===== config.mk =====
export PLATFORM = sky130hd
export DESIGN_NAME = inner_label_parser
export DESIGN_NICKNAME = d
export VERILOG_FILES = /design/src/rtl/lbl_pkg.sv /design/src/rtl/lbl_pos_ctr.sv /design/src/rtl/lbl_capture.sv /design/src/rtl/lbl_decide.sv /design/src/rtl/inner_label_parser.sv
export SDC_FILE = /design/constraint.sdc
export NUM_CORES = 1
export LEC_CHECK = 0
export BUFFER_PORTS_ARGS = -buffer_cell sky130_fd_sc_hd__buf_4
export CORE_ASPECT_RATIO = 1.5
export CORE_MARGIN = 4
export CORE_UTILIZATION = 42
export DETAILED_ROUTE_END_ITERATION = 16
export GPL_ROUTABILITY_DRIVEN = 0
export PLACE_DENSITY = 0.63
export SYNTH_ARGS = -nofsm -noshare
export SYNTH_HDL_FRONTEND = slang
export SYNTH_SLANG_ARGS = --single-unit

===== constraint.sdc =====
create_clock -name clk -period 3 [get_ports clk]
set_input_delay 0.6 -clock clk [delete_from_list [all_inputs] [get_ports clk]]
set_output_delay 0.6 -clock clk [all_outputs]
set_load 0.03 [all_outputs]

===== src/rtl/lbl_pkg.sv =====
`timescale 1ns/1ps
package lbl_pkg;
  localparam int TAG_BODY_W = 16;
  localparam int PART_W     = 12;
  localparam int LABEL_W    = 2 * PART_W;

  typedef enum logic [1:0] {
    FMT_NONE = 2'd0,
    FMT_VL   = 2'd1,
    FMT_FGL  = 2'd2,
    FMT_BAD  = 2'd3
  } lbl_fmt_e;
endpackage


===== src/rtl/lbl_pos_ctr.sv =====
`timescale 1ns/1ps
module lbl_pos_ctr #(
  parameter int POS_MAX = 20,
  parameter int POS_W   = 5
) (
  input  logic             clk,
  input  logic             rst_n,
  input  logic             beat,
  input  logic             sof,
  input  logic             eof,
  input  logic             fire,
  output logic [POS_W-1:0] pos,
  output logic             active
);
  logic             in_frame_q, in_frame_d;
  logic             done_q, done_d;
  logic [POS_W-1:0] idx_q, idx_d;

  assign active = beat && (sof || (in_frame_q && !done_q));
  assign pos    = sof ? '0 : idx_q;

  always_comb begin
    in_frame_d = in_frame_q;
    done_d     = done_q;
    idx_d      = idx_q;
    if (beat) begin
      if (sof) begin
        in_frame_d = 1'b1;
        done_d     = fire;
        idx_d      = POS_W'(1);
      end else if (in_frame_q) begin
        if (idx_q != POS_W'(POS_MAX)) idx_d = idx_q + POS_W'(1);
        done_d = done_q | fire;
      end
      if (eof) begin
        in_frame_d = 1'b0;
        done_d     = 1'b0;
        idx_d      = '0;
      end
    end
  end

  always_ff @(posedge clk or negedge rst_n) begin
    if (!rst_n) begin
      in_frame_q <= 1'b0;
      done_q     <= 1'b0;
      idx_q      <= '0;
    end else if (beat) begin
      in_frame_q <= in_frame_d;
      done_q     <= done_d;
      idx_q      <= idx_d;
    end
  end
endmodule


===== src/rtl/lbl_capture.sv =====
`timescale 1ns/1ps
module lbl_capture #(
  parameter int MAC_BYTES = 6,
  parameter int POS_W     = 5,
  parameter int TYPE_OFS  = 12
) (
  input  logic                   clk,
  input  logic                   rst_n,
  input  logic                   active,
  input  logic                   sof,
  input  logic [POS_W-1:0]       pos,
  input  logic [7:0]             data,
  output logic [8*MAC_BYTES-1:0] dmac_nxt,
  output logic [15:0]            type1_q,
  output logic [15:0]            body1_q,
  output logic [7:0]             type2_hi_q,
  output logic [3:0]             body2_nib_q
);
  logic [8*MAC_BYTES-1:0] dmac_q;

  for (genvar g = 0; g < MAC_BYTES; g++) begin : g_mac
    localparam int LSB = 8 * (MAC_BYTES - 1 - g);
    logic [7:0] nb;
    always_comb begin
      nb = dmac_q[LSB +: 8];
      if (active && sof) nb = 8'h00;
      if (active && (pos == POS_W'(g))) nb = data;
    end
    assign dmac_nxt[LSB +: 8] = nb;
  end

  always_ff @(posedge clk or negedge rst_n) begin
    if (!rst_n) dmac_q <= '0;
    else if (active) dmac_q <= dmac_nxt;
  end

  logic en_t1h, en_t1l, en_b1h, en_b1l, en_t2h, en_b2h;
  assign en_t1h = active && (pos == POS_W'(TYPE_OFS));
  assign en_t1l = active && (pos == POS_W'(TYPE_OFS + 1));
  assign en_b1h = active && (pos == POS_W'(TYPE_OFS + 2));
  assign en_b1l = active && (pos == POS_W'(TYPE_OFS + 3));
  assign en_t2h = active && (pos == POS_W'(TYPE_OFS + 4));
  assign en_b2h = active && (pos == POS_W'(TYPE_OFS + 6));

  always_ff @(posedge clk or negedge rst_n) begin
    if (!rst_n) begin
      type1_q     <= '0;
      body1_q     <= '0;
      type2_hi_q  <= '0;
      body2_nib_q <= '0;
    end else begin
      if (en_t1h) type1_q[15:8]  <= data;
      if (en_t1l) type1_q[7:0]   <= data;
      if (en_b1h) body1_q[15:8]  <= data;
      if (en_b1l) body1_q[7:0]   <= data;
      if (en_t2h) type2_hi_q     <= data;
      if (en_b2h) body2_nib_q    <= data[3:0];
    end
  end
endmodule


===== src/rtl/lbl_decide.sv =====
`timescale 1ns/1ps
module lbl_decide
  import lbl_pkg::*;
#(
  parameter int          POS_W    = 5,
  parameter int          TYPE_OFS = 12,
  parameter logic [15:0] VL_TYPE  = 16'h8100,
  parameter logic [15:0] FGL_TYPE = 16'h893B
) (
  input  logic               active,
  input  logic               eof,
  input  logic [POS_W-1:0]   pos,
  input  logic [7:0]         data,
  input  logic [15:0]        type1_q,
  input  logic [15:0]        body1_q,
  input  logic [7:0]         type2_hi_q,
  input  logic [3:0]         body2_nib_q,
  output logic               fire,
  output lbl_fmt_e           fmt,
  output logic [LABEL_W-1:0] label,
  output logic [2:0]         prio,
  output logic               dei,
  output logic               trunc
);
  localparam logic [POS_W-1:0] P_TYPE1 = POS_W'(TYPE_OFS + 1);
  localparam logic [POS_W-1:0] P_BODY1 = POS_W'(TYPE_OFS + 3);
  localparam logic [POS_W-1:0] P_TYPE2 = POS_W'(TYPE_OFS + 5);
  localparam logic [POS_W-1:0] P_BODY2 = POS_W'(TYPE_OFS + 7);

  logic [15:0] type1_now, type2_now, body1_now;
  logic        was_vl, was_fgl;

  assign type1_now = {type1_q[15:8], data};
  assign type2_now = {type2_hi_q, data};
  assign body1_now = {body1_q[15:8], data};
  assign was_vl    = (type1_q == VL_TYPE);
  assign was_fgl   = (type1_q == FGL_TYPE);

  always_comb begin
    fire  = 1'b0;
    fmt   = FMT_NONE;
    label = '0;
    prio  = '0;
    dei   = 1'b0;
    trunc = 1'b0;
    if (active) begin
      if (pos == P_TYPE1) begin
        if ((type1_now != VL_TYPE) && (type1_now != FGL_TYPE)) begin
          fire = 1'b1;
          fmt  = FMT_BAD;
        end
      end else if (pos == P_BODY1) begin
        if (was_vl) begin
          fire  = 1'b1;
          fmt   = FMT_VL;
          label = {{PART_W{1'b0}}, body1_now[PART_W-1:0]};
          prio  = body1_now[15:13];
          dei   = body1_now[12];
        end
      end else if (pos == P_TYPE2) begin
        if (was_fgl && (type2_now != FGL_TYPE)) begin
          fire = 1'b1;
          fmt  = FMT_BAD;
        end
      end else if (pos == P_BODY2) begin
        if (was_fgl) begin
          fire  = 1'b1;
          fmt   = FMT_FGL;
          label = {body1_q[PART_W-1:0], body2_nib_q, data};
          prio  = body1_q[15:13];
          dei   = body1_q[12];
        end
      end
      if (!fire && eof) begin
        fire  = 1'b1;
        fmt   = FMT_BAD;
        trunc = 1'b1;
      end
    end
  end
endmodule


===== src/rtl/inner_label_parser.sv =====
`timescale 1ns/1ps
module inner_label_parser
  import lbl_pkg::*;
#(
  parameter int          MAC_BYTES = 6,
  parameter logic [15:0] VL_TYPE   = 16'h8100,
  parameter logic [15:0] FGL_TYPE  = 16'h893B
) (
  input  logic                   clk,
  input  logic                   rst_n,
  input  logic                   in_valid,
  output logic                   in_ready,
  input  logic [7:0]             in_data,
  input  logic                   in_sof,
  input  logic                   in_eof,
  output logic                   res_valid,
  output logic [1:0]             res_fmt,
  output logic [LABEL_W-1:0]     res_label,
  output logic [2:0]             res_prio,
  output logic                   res_dei,
  output logic                   res_discard,
  output logic                   res_trunc,
  output logic [8*MAC_BYTES-1:0] res_dmac
);
  localparam int TYPE_OFS = 2 * MAC_BYTES;
  localparam int POS_MAX  = TYPE_OFS + 8;
  localparam int POS_W    = $clog2(POS_MAX + 1);

  logic                   beat, active, fire, dec_dei, dec_trunc;
  logic [POS_W-1:0]       pos;
  logic [8*MAC_BYTES-1:0] dmac_nxt;
  logic [15:0]            type1_q, body1_q;
  logic [7:0]             type2_hi_q;
  logic [3:0]             body2_nib_q;
  lbl_fmt_e               dec_fmt;
  logic [LABEL_W-1:0]     dec_label;
  logic [2:0]             dec_prio;

  assign in_ready = 1'b1;
  assign beat     = in_valid && in_ready;

  lbl_pos_ctr #(.POS_MAX(POS_MAX), .POS_W(POS_W)) u_pos (
    .clk(clk), .rst_n(rst_n), .beat(beat), .sof(in_sof), .eof(in_eof),
    .fire(fire), .pos(pos), .active(active)
  );

  lbl_capture #(.MAC_BYTES(MAC_BYTES), .POS_W(POS_W), .TYPE_OFS(TYPE_OFS)) u_cap (
    .clk(clk), .rst_n(rst_n), .active(active), .sof(in_sof), .pos(pos),
    .data(in_data), .dmac_nxt(dmac_nxt), .type1_q(type1_q), .body1_q(body1_q),
    .type2_hi_q(type2_hi_q), .body2_nib_q(body2_nib_q)
  );

  lbl_decide #(.POS_W(POS_W), .TYPE_OFS(TYPE_OFS),
               .VL_TYPE(VL_TYPE), .FGL_TYPE(FGL_TYPE)) u_dec (
    .active(active), .eof(in_eof), .pos(pos), .data(in_data),
    .type1_q(type1_q), .body1_q(body1_q), .type2_hi_q(type2_hi_q),
    .body2_nib_q(body2_nib_q), .fire(fire), .fmt(dec_fmt), .label(dec_label),
    .prio(dec_prio), .dei(dec_dei), .trunc(dec_trunc)
  );

  logic                   vld_q, vld_d;
  lbl_fmt_e               fmt_q;
  logic [LABEL_W-1:0]     label_q;
  logic [2:0]             prio_q;
  logic                   dei_q, disc_q, trunc_q;
  logic [8*MAC_BYTES-1:0] dmac_q;

  assign vld_d = fire;

  always_ff @(posedge clk or negedge rst_n) begin
    if (!rst_n) vld_q <= 1'b0;
    else        vld_q <= vld_d;
  end

  always_ff @(posedge clk or negedge rst_n) begin
    if (!rst_n) begin
      fmt_q   <= FMT_NONE;
      label_q <= '0;
      prio_q  <= '0;
      dei_q   <= 1'b0;
      disc_q  <= 1'b0;
      trunc_q <= 1'b0;
      dmac_q  <= '0;
    end else if (fire) begin
      fmt_q   <= dec_fmt;
      label_q <= dec_label;
      prio_q  <= dec_prio;
      dei_q   <= dec_dei;
      disc_q  <= (dec_fmt == FMT_BAD);
      trunc_q <= dec_trunc;
      dmac_q  <= dmac_nxt;
    end
  end

  assign res_valid   = vld_q;
  assign res_fmt     = fmt_q;
  assign res_label   = label_q;
  assign res_prio    = prio_q;
  assign res_dei     = dei_q;
  assign res_discard = disc_q;
  assign res_trunc   = trunc_q;
  assign res_dmac    = dmac_q;
endmodule


==> reports/qor.yml <==
p_leak_nw: 4.68
path_clk_slew_ns: 0.07
critPathArrivalTime_ns: 3.22
path_class: "flip-flop to flip-flop"
crit_path_end_kind: "flip-flop"
dieHeight_um: 175
p_sw_mw: 2.24
grt_max_degree: 67
hpwl_um: 14000
vias: 6095
slowest_stage: "nor4b_1"
p_clk_share_pct: 32.9
grt_pass1_vias: 6290
io_buffers: 93
synth_top_area_share_pct: 57.9
slew_viol_final: 0
fin_nets: 833
synth_top_family_by_area: "compound AO/OA/AOI/OAI gates"
p_per_area_nw_per_um2: 723
regToRegStartpoint: "u_pos.idx_q[2]"
yosysWarningCount: 0
areaGrowthSynthToFinish_pct: 22.5
drc: 0
initial_utilization_pct: 43.0
cts_tree: "built"
synth.distinct_cells: 57
cts_root_buf: "clkbuf_16"
placed_cells: 1046
period_needed_ns: 2.90
tightest_slew_ns: 0.990
cts.sinks: 180
layout.cells.non_filler: 1079
worst_setup_path_start_kind: "flip-flop"
antenna_found_initial: 0
avgSynthCellArea_um2: 10.8
finalPower_mw: 6.89
htree_levels: 4
design_area_um2: 9530
crit_path_max_fanout: 30
p_comb_share_pct: 23.8
wl_per_cell_um: 19.9
cp_cell_sequence: "nor4b_2 -> nor4b_1 -> o2111ai_1 -> nand3b_1 -> buf_4 -> o21ai_2 -> buf_12 -> a22o_1"
pin_count: 95
dr.first_iter.drc_count: 543
yosysTopAreaCell: "dfrtp_1"
rows: 60
grt_pass1_wl_um: 33900
die_w_um: 119
setup-violations-final: 0
clockBufferDepth: 2
hold_viol: 0
drive_gt1_share_pct: 22.7
synthMuxAreaShare_pct: 2.78
required_ns: 3.32
synthAdderAreaFrac_pct: 0.322
synthArstFlopShare_pct: 100
via_per_inst: 5.65
p_sw_share_pct: 32.6
synth_xor_xnor_area_share_pct: 0.338
cts_inserted_buffers: 17
ff2ff_path_depth: 8
rr_endpoint: "res_label[13]"
hold_path_class: "input port to asynchronous set/reset pin"
yosys.area_share.simple_pct: 12.2
cpPeakStageDelay_ns: 0.59
syn_nets: 732
ys_seq_area_share_pct: 57.9
track_usage_pct: 20.8
place_area_um2: 8910
core_um2: 18100
slew-limit-headroom_pct: 33.7
rsz0062_at_grt: "false"
ys.flop_type: "dfrtp_1"
clk_latency_ns: 0.44
dr.pass1.iters: 5
yosys_register_bits: 180
antenna_left: 0
dp_slack_ns: -0.290
antenna_cells: 0
status: "finished, final reports clean"
syn_inst: 717
clock-skew-final_ns: 0.00903
die-area_um2: 20800
cts_setup_buffers: 0
finalCritPeriodShare_pct: 96.7
fillers: 1600
fmax_ghz: 0.345
netlist_top_cells_area: "dfrtp_1, a221o_1, a22o_1, o21ai_0, nand2_1"
synth-edff-count: 0
synth_compound_area_share_pct: 21.2
power_frac_seq_pct: 43.2
holdWs_ns: 0.159
overflow: 0
drv_cap: 0
setup_slack_ns: 0.0993
syn-cell-area_um2: 7780
wirelength_um: 21500
r2r_slack_ns: 0.1
ir_worst_vdd_uv: 479
intPower_mw: 4.65
worst max-delay path, delay by kind of cell, from the launching register on:
kind / cells / cell delay (ns)
flops: 1 / 0.47
compound gates: 3 / 0.57
buf+inv: 2 / 0.38
simple gates: 3 / 1.35
area by class of cell:
class / count / area (um^2) / share of cell area (%)
clock buffers: 18 / 439 / 4.61
clock inverters: 14 / 168 / 1.76
inverters: 41 / 154 / 1.62
multi-input cells: 446 / 2910 / 30.5
flip-flops and latches: 180 / 4500 / 47.3
well taps: 248 / 310 / 3.26
repair buffers: 132 / 1040 / 11.0
Yosys cell counts, types with 2 or more instances:
cell,instances
mux2i_1,7
xor2_1,3
o2bb2ai_1,4
nor4_1,2
nor2b_1,4
o311a_1,2
dfrtp_1,180
a21oi_1,14
nand2_1,83
a22o_1,47
buf_8,2
o21ai_0,78
a22oi_1,5
buf_2,8
or3b_1,2
or4b_1,2
a31oi_1,14
ha_1,2
nor4bb_1,2
a221o_1,48
inv_1,41
buf_1,2
o211ai_1,3
buf_4,6
nand3b_1,2
nor4b_1,3
nand3_1,23
o21ai_1,2
nor2_1,42
nor3_1,2
and2_1,4
nand4_1,6
and3_1,5
clkbuf_1,33
mux2_2,12
per-stage QoR:
| step | setup TNS, ns | utilization, % |
|---|---|---|
| 6_report | 0 | 52.6 |
| 5_1_grt | 0 | 52.6 |
| 4_1_cts | 0 | 52.6 |
| 3_5_place_dp | -13.04 | 49.2 |
| 3_3_place_gp | -12.41 | 49.2 |
| 2_1_floorplan | 0 | - |
routing by layer:
metal | wire length (um) | GRT usage (%) | up-vias
li1 | - | - | 2808
met1 | 8750 | 24.6 | 3066
met2 | 11100 | 36.5 | 183
met3 | 1070 | 4.79 | 38
met4 | 553 | 7.97 | 0
met5 | 0 | 0 | -
placed cells by master, fill, tap and decap left out, types with 3 or more instances in the layout:
cell type | Yosys | final
a221o_1 | 48 | 48
buf_12 | 0 | 4
inv_6 | 0 | 5
nor2b_1 | 4 | 4
inv_1 | 41 | 41
dfrtp_1 | 180 | 180
mux2_2 | 12 | 12
o211ai_1 | 3 | 3
a22oi_1 | 5 | 5
o2bb2ai_1 | 4 | 4
nand4_1 | 6 | 6
a31oi_1 | 14 | 14
and3_1 | 5 | 5
nor2_1 | 42 | 41
nand3_1 | 23 | 23
mux2i_1 | 7 | 7
clkbuf_16 | 0 | 17
nor4b_1 | 3 | 3
a22o_1 | 47 | 47
xor2_1 | 3 | 3
buf_4 | 6 | 127
a21oi_1 | 14 | 14
nand2_1 | 83 | 83
and2_1 | 4 | 4
clkinv_4 | 0 | 3
o21ai_0 | 78 | 78
how the worst max path moves through the flow:
stage,startpoint,slack [ns],cells past startpoint,end
floorplan,in_data[2],0.46,9,res_dmac[28]
global placement,in_data[5],-0.26,7,res_dmac[47]
detailed placement,in_data[5],-0.29,7,res_dmac[37]
CTS,u_cap.type1_q[13],0.03,6,res_dmac[41]
global route,u_pos.idx_q[2],0.01,8,res_label[19]
finish,u_pos.idx_q[2],0.1,8,res_label[13]
state kept, by name, indices dropped and copies added (netlist names), 4 cells and up:
name / count
u_cap.body2_nib_q: 4
res_label: 24
u_cap.type1_q: 16
u_cap.body1_q: 16
res_dmac: 48
u_pos.idx_q: 5
u_cap.type2_hi_q: 8
u_cap.dmac_q: 48
logic make-up (layout without fill, tap and decap cells):
| kind of cell | Yosys count | count (layout) |
|---|---|---|
| buf+inv | 92 | 205 |
| compound gates | 225 | 225 |
| mux | 20 | 20 |
| xor+xnor | 3 | 3 |
| simple gates | 194 | 195 |
| fa+ha+maj | 2 | 2 |
| other cells | 1 | 1 |
| flops | 180 | 180 |
timing repair:
action,in CTS,in global routing
gates resized for setup,0,1
cloned,0,1
setup endpoints to repair,1,48
hold buffers,0,0
pin swaps,1,0
power groups by stage:
stage | registers [mW] | logic [mW] | clock network, mW
after floorplan | 3.41 | 0.536 | 0
after global placement | 3.01 | 1.62 | 0
after detailed placement | 3.01 | 1.65 | 0
after CTS | 2.97 | 1.66 | 2.30
after global routing | 3.01 | 1.77 | 2.41
final | 2.98 | 1.64 | 2.27
No activity file was read; power rests on OpenSTA's default activity.
